===== src/rtl/pg_uniform_pkg.sv =====
package pg_uniform_pkg;

   // Relation of one entry to the current page
   typedef struct packed {
      logic spans;   // entry bounds enclose the whole page
      logic edge_in; // at least one entry bound lies inside the page
      logic cand;    // enabled and touching the page
   } ent_rel_t;

   function automatic logic in_span(input logic [63:0] v,
                                    input logic [63:0] lo,
                                    input logic [63:0] hi);
      return (v >= lo) && (v <= hi);
   endfunction

endpackage


===== src/rtl/pg_page_span.sv =====
module pg_page_span #(
   parameter int ADDR_W    = 34,
   parameter int PAGE_BITS = 12
) (
   input  logic [ADDR_W-1:0] addr_i,
   output logic [ADDR_W-1:0] page_lo_o,
   output logic [ADDR_W-1:0] page_hi_o
);
   localparam logic [ADDR_W-1:0] OFF_MASK = ADDR_W'((64'd1 << PAGE_BITS) - 64'd1);

   assign page_lo_o = addr_i & ~OFF_MASK;
   assign page_hi_o = addr_i | OFF_MASK;

   always_comb begin
      // span size and containment
      a_r1_page_span : assert ((page_hi_o - page_lo_o) == OFF_MASK
                               && addr_i >= page_lo_o && addr_i <= page_hi_o)
         else $error("page span malformed");
   end
endmodule


===== src/rtl/pg_entry_rel.sv =====
module pg_entry_rel
   import pg_uniform_pkg::*;
#(
   parameter int ADDR_W = 34
) (
   input  logic [ADDR_W-1:0] page_lo_i,
   input  logic [ADDR_W-1:0] page_hi_i,
   input  logic [ADDR_W-1:0] lo_i,
   input  logic [ADDR_W-1:0] hi_i,
   input  logic              on_i,
   output ent_rel_t          rel_o
);
   logic lo_inside, hi_inside;

   assign lo_inside = in_span(64'(lo_i), 64'(page_lo_i), 64'(page_hi_i));
   assign hi_inside = in_span(64'(hi_i), 64'(page_lo_i), 64'(page_hi_i));

   always_comb begin
      rel_o.spans   = (lo_i <= page_lo_i) && (hi_i >= page_hi_i);
      rel_o.edge_in = lo_inside || hi_inside;
      rel_o.cand    = on_i && (rel_o.spans || rel_o.edge_in);
   end
endmodule


===== src/rtl/pg_prio_pick.sv =====
module pg_prio_pick
   import pg_uniform_pkg::*;
#(
   parameter int N_ENT = 16
) (
   input  ent_rel_t [N_ENT-1:0] rel_i,
   input  logic     [N_ENT-1:0] on_i,
   output logic     [N_ENT-1:0] grant_o,
   output logic                 hit_o,
   output logic                 hit_spans_o
);
   logic [N_ENT-1:0] cand;
   logic [N_ENT-1:0] spans;

   for (genvar g = 0; g < N_ENT; g++) begin : g_unpack
      assign cand[g]  = rel_i[g].cand;
      assign spans[g] = rel_i[g].spans;
   end

   always_comb begin
      logic taken;
      taken   = 1'b0;
      grant_o = '0;
      for (int i = 0; i < N_ENT; i++) begin
         grant_o[i] = cand[i] && !taken;
         taken      = taken || cand[i];
      end
   end

   assign hit_o       = |grant_o;
   assign hit_spans_o = |(grant_o & spans);

   always_comb begin
      // at most one winner
      a_r3_single_grant : assert ($onehot0(grant_o))
         else $error("multiple grants");
      for (int i = 0; i < N_ENT; i++) begin
         // a winner is always enabled
         a_r2_grant_enabled : assert (!grant_o[i] || on_i[i])
            else $error("grant to disabled entry");
         // nothing lower in index may also be a candidate
         a_r3_lowest_wins : assert (!grant_o[i] || (cand & ((N_ENT'(1) << i) - N_ENT'(1))) == '0)
            else $error("grant skipped a lower candidate");
      end
   end
endmodule


===== src/rtl/pg_uniform_classifier.sv =====
module pg_uniform_classifier
   import pg_uniform_pkg::*;
#(
   parameter int ADDR_W    = 34,
   parameter int N_ENT     = 16,
   parameter int PAGE_BITS = 12,
   parameter bit PROT_IMPL = 1'b1
) (
   input  logic [ADDR_W-1:0]            addr_i,
   input  logic [N_ENT-1:0][ADDR_W-1:0] ent_lo_i,
   input  logic [N_ENT-1:0][ADDR_W-1:0] ent_hi_i,
   input  logic [N_ENT-1:0]             ent_on_i,
   output logic                         full_page_o
);
   if (N_ENT < 1)                        begin : g_bad_n   $error("N_ENT must be >= 1"); end
   if (ADDR_W < 2 || ADDR_W > 64)        begin : g_bad_w   $error("ADDR_W out of range"); end
   if (PAGE_BITS < 1 || PAGE_BITS >= ADDR_W) begin : g_bad_pg $error("PAGE_BITS out of range"); end

   if (PROT_IMPL) begin : g_prot
      logic [ADDR_W-1:0]     page_lo, page_hi;
      ent_rel_t [N_ENT-1:0]  rel;
      logic [N_ENT-1:0]      grant;
      logic                  hit, hit_spans;

      pg_page_span #(.ADDR_W(ADDR_W), .PAGE_BITS(PAGE_BITS)) u_span (
         .addr_i   (addr_i),
         .page_lo_o(page_lo),
         .page_hi_o(page_hi)
      );

      for (genvar e = 0; e < N_ENT; e++) begin : g_ent
         pg_entry_rel #(.ADDR_W(ADDR_W)) u_rel (
            .page_lo_i(page_lo),
            .page_hi_i(page_hi),
            .lo_i     (ent_lo_i[e]),
            .hi_i     (ent_hi_i[e]),
            .on_i     (ent_on_i[e]),
            .rel_o    (rel[e])
         );
      end

      pg_prio_pick #(.N_ENT(N_ENT)) u_pick (
         .rel_i      (rel),
         .on_i       (ent_on_i),
         .grant_o    (grant),
         .hit_o      (hit),
         .hit_spans_o(hit_spans)
      );

      assign full_page_o = !hit || hit_spans;

      always_comb begin

         a_r4_span_full : assert (!(hit && hit_spans) || full_page_o)
            else $error("spanning winner not full page");

         a_r5_edge_nocache : assert (!(hit && !hit_spans) || !full_page_o)
            else $error("edge winner allowed full page");

         a_r7_idle_full : assert (hit || full_page_o)
            else $error("no winner but not full page");

         a_r8_all_off : assert (ent_on_i != '0 || full_page_o)
            else $error("all entries off but not full page");
      end
   end else begin : g_noprot
      assign full_page_o = 1'b1;
      always_comb begin

         a_r10_absent_full : assert (full_page_o)
            else $error("protection absent but not full page");
      end
   end
endmodule


===== config.mk =====
export PLATFORM = sky130hd
export DESIGN_NAME = pg_uniform_classifier
export DESIGN_NICKNAME = d
export VERILOG_FILES = /design/src/rtl/pg_uniform_pkg.sv /design/src/rtl/pg_page_span.sv /design/src/rtl/pg_entry_rel.sv /design/src/rtl/pg_prio_pick.sv /design/src/rtl/pg_uniform_classifier.sv
export SDC_FILE = /design/constraint.sdc
export NUM_CORES = 1
export LEC_CHECK = 0
export BUFFER_PORTS_ARGS = -buffer_cell sky130_fd_sc_hd__buf_2
export CORE_AREA = 2 2 444 446
export DETAILED_ROUTE_END_ITERATION = 8
export DIE_AREA = 0 0 446 448
export MAX_ROUTING_LAYER = met4
export PLACE_DENSITY = 0.42
export SLEW_MARGIN = 10
export SYNTH_ARGS = -nofsm -noshare
export SYNTH_HDL_FRONTEND = slang
export SYNTH_HIERARCHICAL = 1
export SYNTH_SLANG_ARGS = --single-unit

===== constraint.sdc =====
create_clock -name vclk -period 6.15
set_clock_uncertainty 0.15 [all_clocks]
set_input_delay 0.3075 -clock vclk [all_inputs]
set_output_delay 0.3075 -clock vclk [all_outputs]
set_load 0.005 [all_outputs]

==> results of run 1 <==
## worst max-delay path, cell delays in order
cell and delay (ns):
buf_4 0.56, inv_1 0.16, ha_1 0.37, nand4_1 0.17, or4_4 0.57, or3b_1 0.39, o22ai_1 0.11, or3_1 0.13
nor3_1 0.06, o2bb2ai_1 0.20, a31oi_1 0.33, nor4_2 0.68, and4_4 0.32, nand2_2 0.04, or3_1 0.30, nand2b_1 0.07
buf_2 0.18
## report_power, final
part | internal (mW) | switching [mW]
clock network | 0.00000335 | 0
logic | 1.74 | 2.70
registers | 0 | 0
## per-stage QoR
stage | hold WS (ns) | setup slack [ns] | power [mW] | util, % | area (sq um)
2_1_floorplan | 0.8016 | 2.330 | 2.604 | - | 51560
3_3_place_gp | 1.246 | 0.6044 | 4.109 | 31.12 | 60550
3_5_place_dp | 1.244 | 0.5654 | 4.175 | 31.12 | 60550
4_1_cts | 1.252 | 0.5559 | 4.202 | 31.12 | 60550
5_1_grt | 1.305 | 0.4189 | 4.997 | 31.30 | 60900
6_report | 1.235 | 0.6662 | 4.443 | 31.32 | 60950
## how the worst max path moves through the flow
stage / end / from / slack (ns)
after floorplan: full_page_o / addr_i[33] / 2.33
after global placement: full_page_o / addr_i[29] / 0.60
after detailed placement: full_page_o / addr_i[29] / 0.57
after CTS: full_page_o / addr_i[29] / 0.56
after global routing: full_page_o / addr_i[29] / 0.42
final: full_page_o / addr_i[29] / 0.67
## layout make-up
class / instances / area (sq um) / area share, %
Timing Repair Buffer: 1198 / 6316 / 10.36
Inverter: 1184 / 4444 / 7.291
Antenna cell: 163 / 407.9 / 0.6692
Tap cell: 2542 / 3181 / 5.218
Multi-Input combinational cell: 5478 / 46600 / 76.46
## placed cells by master, fill, tap and decap left out, types with 91 or more instances in the layout
cell	instances
a21oi_1	741
a211oi_1	142
diode_2	163
nor3_1	91
a21o_1	283
nor2_1	162
inv_1	1169
nand2_1	340
ha_1	2176
nand3_1	223
nand4_1	457
o21ai_0	196
buf_2	1105
## layer usage
metal / routed length (um) / up-vias
li1: - / 27600
met1: 122700 / 26220
met2: 138000 / 2090
met3: 15650 / 553
met4: 16470 / 0
met5: 0 / -
==> impl_metrics.csv, run 1 <==
group,metric,value,unit
synthesis,synth_cells,6708,
finish,drive_above_1_share,16.16,%
setup_path,cp.required,5.69,ns
floorplan,rows,162,
route,firstDrtPassIters,5,
global_routing,use_met2,48.19,%
global_routing,grt_pass1_wl,399900,um
global_routing,overflow,0,
pwr,pwr_density_cell,72.89,mW/mm^2
floorplan,fp.dieH,448,um
global_routing,top_usage_layer,"met2",
synthesis,synthesis.area,0.05148,sq mm
global_routing,grt_usage,28.79,%
place,gp_congestion,0.9537,
worst_hold_path,hold_class,"in2out",
route,ant_nets,0,
floorplan,ios,1139,
sta,maxSlewViolCount,0,
finish,area_growth,18.41,%
global_routing,grt_use_met3,2.940,%
sta,fin_crit,5.484,ns
pwr,leakage,34.76,nW
global_routing,first_global_vias,56020,
finish,clock_buffer_count,0,
floorplan,die_area,0.1998,sq mm
global_routing,grt_start_max_net_pins,33,
sta,fin_crit_sh,89.17,%
place,placedCellCount,10400,
floorplan,die_w,446,um
setup_path,cp_max_fo,20,
setup_path,endpoint_kind,"output port",
finish,final_cells,10570,
sta,rsz0062_at_grt,"false",
floorplan,start_util,26.45,%
floorplan,core,0.1946,sq mm
finish,fillers,21170,
finish,seq_cells,0,
sta,timing.fmax,182.4,MHz
route,routedWlPerCell,27.71,um
route,routed_wl,292800,um
sta,hold_viol,0,
setup_path,path_class,"in2out",
clock_tree,cts_hold_buf,0,
sta,maxSlewHeadroom,35.92,%
global_routing,antenna_found_initial,297,
worst_hold_path,min_path_cells,7,
sta,tightest_slew,0.9370,ns
run_status,status,"completed",
worst_hold_path,hold_path_startpoint,"ent_on_i[5]",
route,drt-vias-per-instance,5.344,
setup_path,worstPathArrival,5.03,ns
clock_tree,post-cts-setup-buffer-count,0,
synthesis,yosys_warnings,6,
sta,fin_tns_setup,0,ns
route,drc,0,
place,hpwl,250500,um
worst_hold_path,whs_endpoint,"full_page_o",
place,port_buffers,1127,
synthesis,syn_avg_cell_area,7.674,sq um
sta,finalSetupViolations,0,
clock_tree,ctsResizeCount,0,
pwr,peakVddDrop,0.00004434,V
route,drtIter0Drc,4071,
finish,final-seq-area,0,sq um
finish,nets,11180,
route,vias,56460,
run,maxCapViolCount,0,
setup_path,cp-start-kind,"input port",
global_routing,use_met1,34.23,%
Power figures use the tool's default switching activity.
==> inputs of run 2 (changes only) <==
--- a/config.mk
+++ b/config.mk
@@ -9,8 +9,8 @@
 export CORE_AREA = 2 2 444 446
 export DETAILED_ROUTE_END_ITERATION = 8
 export DIE_AREA = 0 0 446 448
-export MAX_ROUTING_LAYER = met4
 export PLACE_DENSITY = 0.42
+export REMOVE_ABC_BUFFERS = 1
 export SLEW_MARGIN = 10
 export SYNTH_ARGS = -nofsm -noshare
 export SYNTH_HDL_FRONTEND = slang
==> constraint.sdc (replaced) <==
create_clock -name vclk -period 6.47
set_clock_uncertainty 0.15 [all_clocks]
set_input_delay 0.3235 -clock vclk [all_inputs]
set_output_delay 0.3235 -clock vclk [all_outputs]
set_load 0.005 [all_outputs]
==> run 2 against run 1 <==
  * Non-clock buffer count is 21 lower
  * Flip-flop and latch count stayed put
  * Die area stayed put
  * Setup slack better by 0.014 ns
  * Sequential share of layout area stayed put
  * Global-route usage is 0.64 points lower
  * Combinational power is 4% lower
  * Via count is 0.10% lower
  * Design area is 0.37% lower
  * Core utilization is 0.12 points lower
  * Critical path depth stayed put
  * Hold slack better by 0.24 ns
  * Critical path type unchanged
  * Highest routed layer is now met5
==> impl_metrics.csv, run 2 (synthesized netlist as in run 1, its figures left out) <==
group,metric,value,unit
run_status,status,"completed",
finish,final-seq-area,0,sq um
sta,fin_crit_sh,89.48,%
place,gp_congestion,0.9677,
setup_path,cp_max_fo,20,
run,maxCapViolCount,0,
setup_path,worstPathArrival,5.32,ns
global_routing,overflow,0,
route,routed_wl,295000,um
pwr,p_sw,2.603,mW
finish,design_area,0.06073,sq mm
clock_tree,ctsResizeCount,0,
pwr,pwr-share-seq,0,%
clock_tree,cts_hold_buf,0,
pwr,power.clock.fraction,0,%
floorplan,fp.dieH,448,um
setup_path,critPathTopFamily,"compound AO/OA/AOI/OAI gates",
finish,seq_cells,0,
setup_path,cp.required,6.00,ns
pwr,combinationalPowerShare,100.0,%
floorplan,die_area,0.1998,sq mm
sta,hold_viol,0,
global_routing,grt_usage,28.16,%
route,drtIter0Drc,3563,
sta,rsz0062_at_grt,"false",
sta,tightest_slew,1.007,ns
global_routing,grt_pass1_wl,401800,um
worst_hold_path,whs_endpoint,"full_page_o",
finish,drive_above_1_share,15.93,%
floorplan,ios,1139,
place,port_buffers,1127,
finish,layout_common_cells,"ha_1 (2176), inv_1 (1169), buf_2 (1105)",
sta,timing.fmax,172.7,MHz
route,vias,56410,
global_routing,first_global_vias,55780,
setup_path,crit_chain,"buf_4 > inv_1 > ha_1 > nand4_1 > or4_4 > or3b_1 > o22ai_1 > or3_1 > nor3_1 > a21bo_1 > a31oi_1 > nand2_1 > o211ai_1 > a32oi_1 > o221ai_1 > nand2b_1 > buf_2",
setup_path,endpoint_kind,"output port",
setup_path,crit_path_top_delay_cell,"a31oi_1",
sta,finalSetupViolations,0,
global_routing,antenna_found_initial,267,
setup_path,cpPeakStageDelay,0.80,ns
sta,fin_crit,5.790,ns
pwr,pwr_density_cell,69.96,mW/mm^2
setup_path,critPathBufInv,3,
route,drt-vias-per-instance,5.372,
route,firstDrtPassIters,6,
finish,area_growth,17.97,%
finish,nets,11160,
pwr,peakVddDrop,0.00004433,V
floorplan,core,0.1946,sq mm
place,dpl_cell_area,0.06043,sq mm
sta,fin_tns_setup,0,ns
route,routedWlPerCell,28.09,um
sta,maxSlewHeadroom,32.54,%
finish,clock_buffer_count,0,
pwr,p_int,1.646,mW
route,drc,0,
floorplan,rows,162,
finish,final_common_cell,"ha_1",
pwr,power.share.switching,61.26,%
clock_tree,post-cts-setup-buffer-count,0,
pwr,leakage,34.67,nW
worst_hold_path,hold_path_startpoint,"ent_on_i[15]",
setup_path,critical_path_cell_count,17,
place,hpwl,252500,um
sta,maxSlewViolCount,0,
global_routing,grt_start_max_net_pins,33,
worst_hold_path,min_path_cells,7,
worst_hold_path,hold_class,"in2out",
finish,postLayoutCoreUtil,31.21,%
floorplan,die_w,446,um
route,ant_nets,0,
floorplan,start_util,26.45,%
setup_path,cp-start-kind,"input port",
setup_path,path_class,"in2out",
## run 2: metal layers
| layer | vias to the layer above | global-route usage (%) | share of wire, % | wire, um |
|---|---|---|---|---|
| met4 | 106 | 16.81 | 6.8 | 19980 |
| met1 | 26190 | 32.81 | 40 | 118800 |
| met3 | 707 | 4.109 | 5.5 | 16210 |
| met2 | 1906 | 48.77 | 47 | 139300 |
| met5 | - | 0 | 0.23 | 682 |
| li1 | 27500 | - | - | - |
## run 2: through the flow
stage | cells | hold slack [ns] | setup slack, ns | total power [mW]
after floorplan | 6662 | 0.8336 | 2.810 | 2.411
after global placement | 10380 | 1.497 | 0.7415 | 3.927
after detailed placement | 10380 | 1.481 | 0.6830 | 3.993
after CTS | 10380 | 1.500 | 0.6552 | 4.022
after global routing | 10480 | 1.526 | 0.5038 | 4.767
final | 10500 | 1.478 | 0.6805 | 4.248
## run 2: how the worst max path moves through the flow
stage	start	endpoint	slack [ns]
6_report	addr_i[27]	full_page_o	0.68
5_1_grt	addr_i[27]	full_page_o	0.50
4_1_cts	addr_i[27]	full_page_o	0.66
3_5_place_dp	addr_i[27]	full_page_o	0.68
3_3_place_gp	addr_i[27]	full_page_o	0.74
2_1_floorplan	addr_i[33]	full_page_o	2.81
## run 2: power by group through the flow
| stage | clock (mW) | sequential (mW) | combinational, mW |
|---|---|---|---|
| after CTS | 0 | 0 | 4.02 |
| after global routing | 0.00000208 | 0 | 4.77 |
| after floorplan | 0 | 0 | 2.41 |
| after global placement | 0 | 0 | 3.93 |
| after detailed placement | 0 | 0 | 3.99 |
| final | 0.00000239 | 0 | 4.25 |
## run 2: layout make-up
cell class	count	area (sq um)
fill	21350	133900
tap	2542	3181
inverter	1184	4444
timing repair buffer	1177	6196
antenna	120	300.3
multi-input combinational	5478	46600
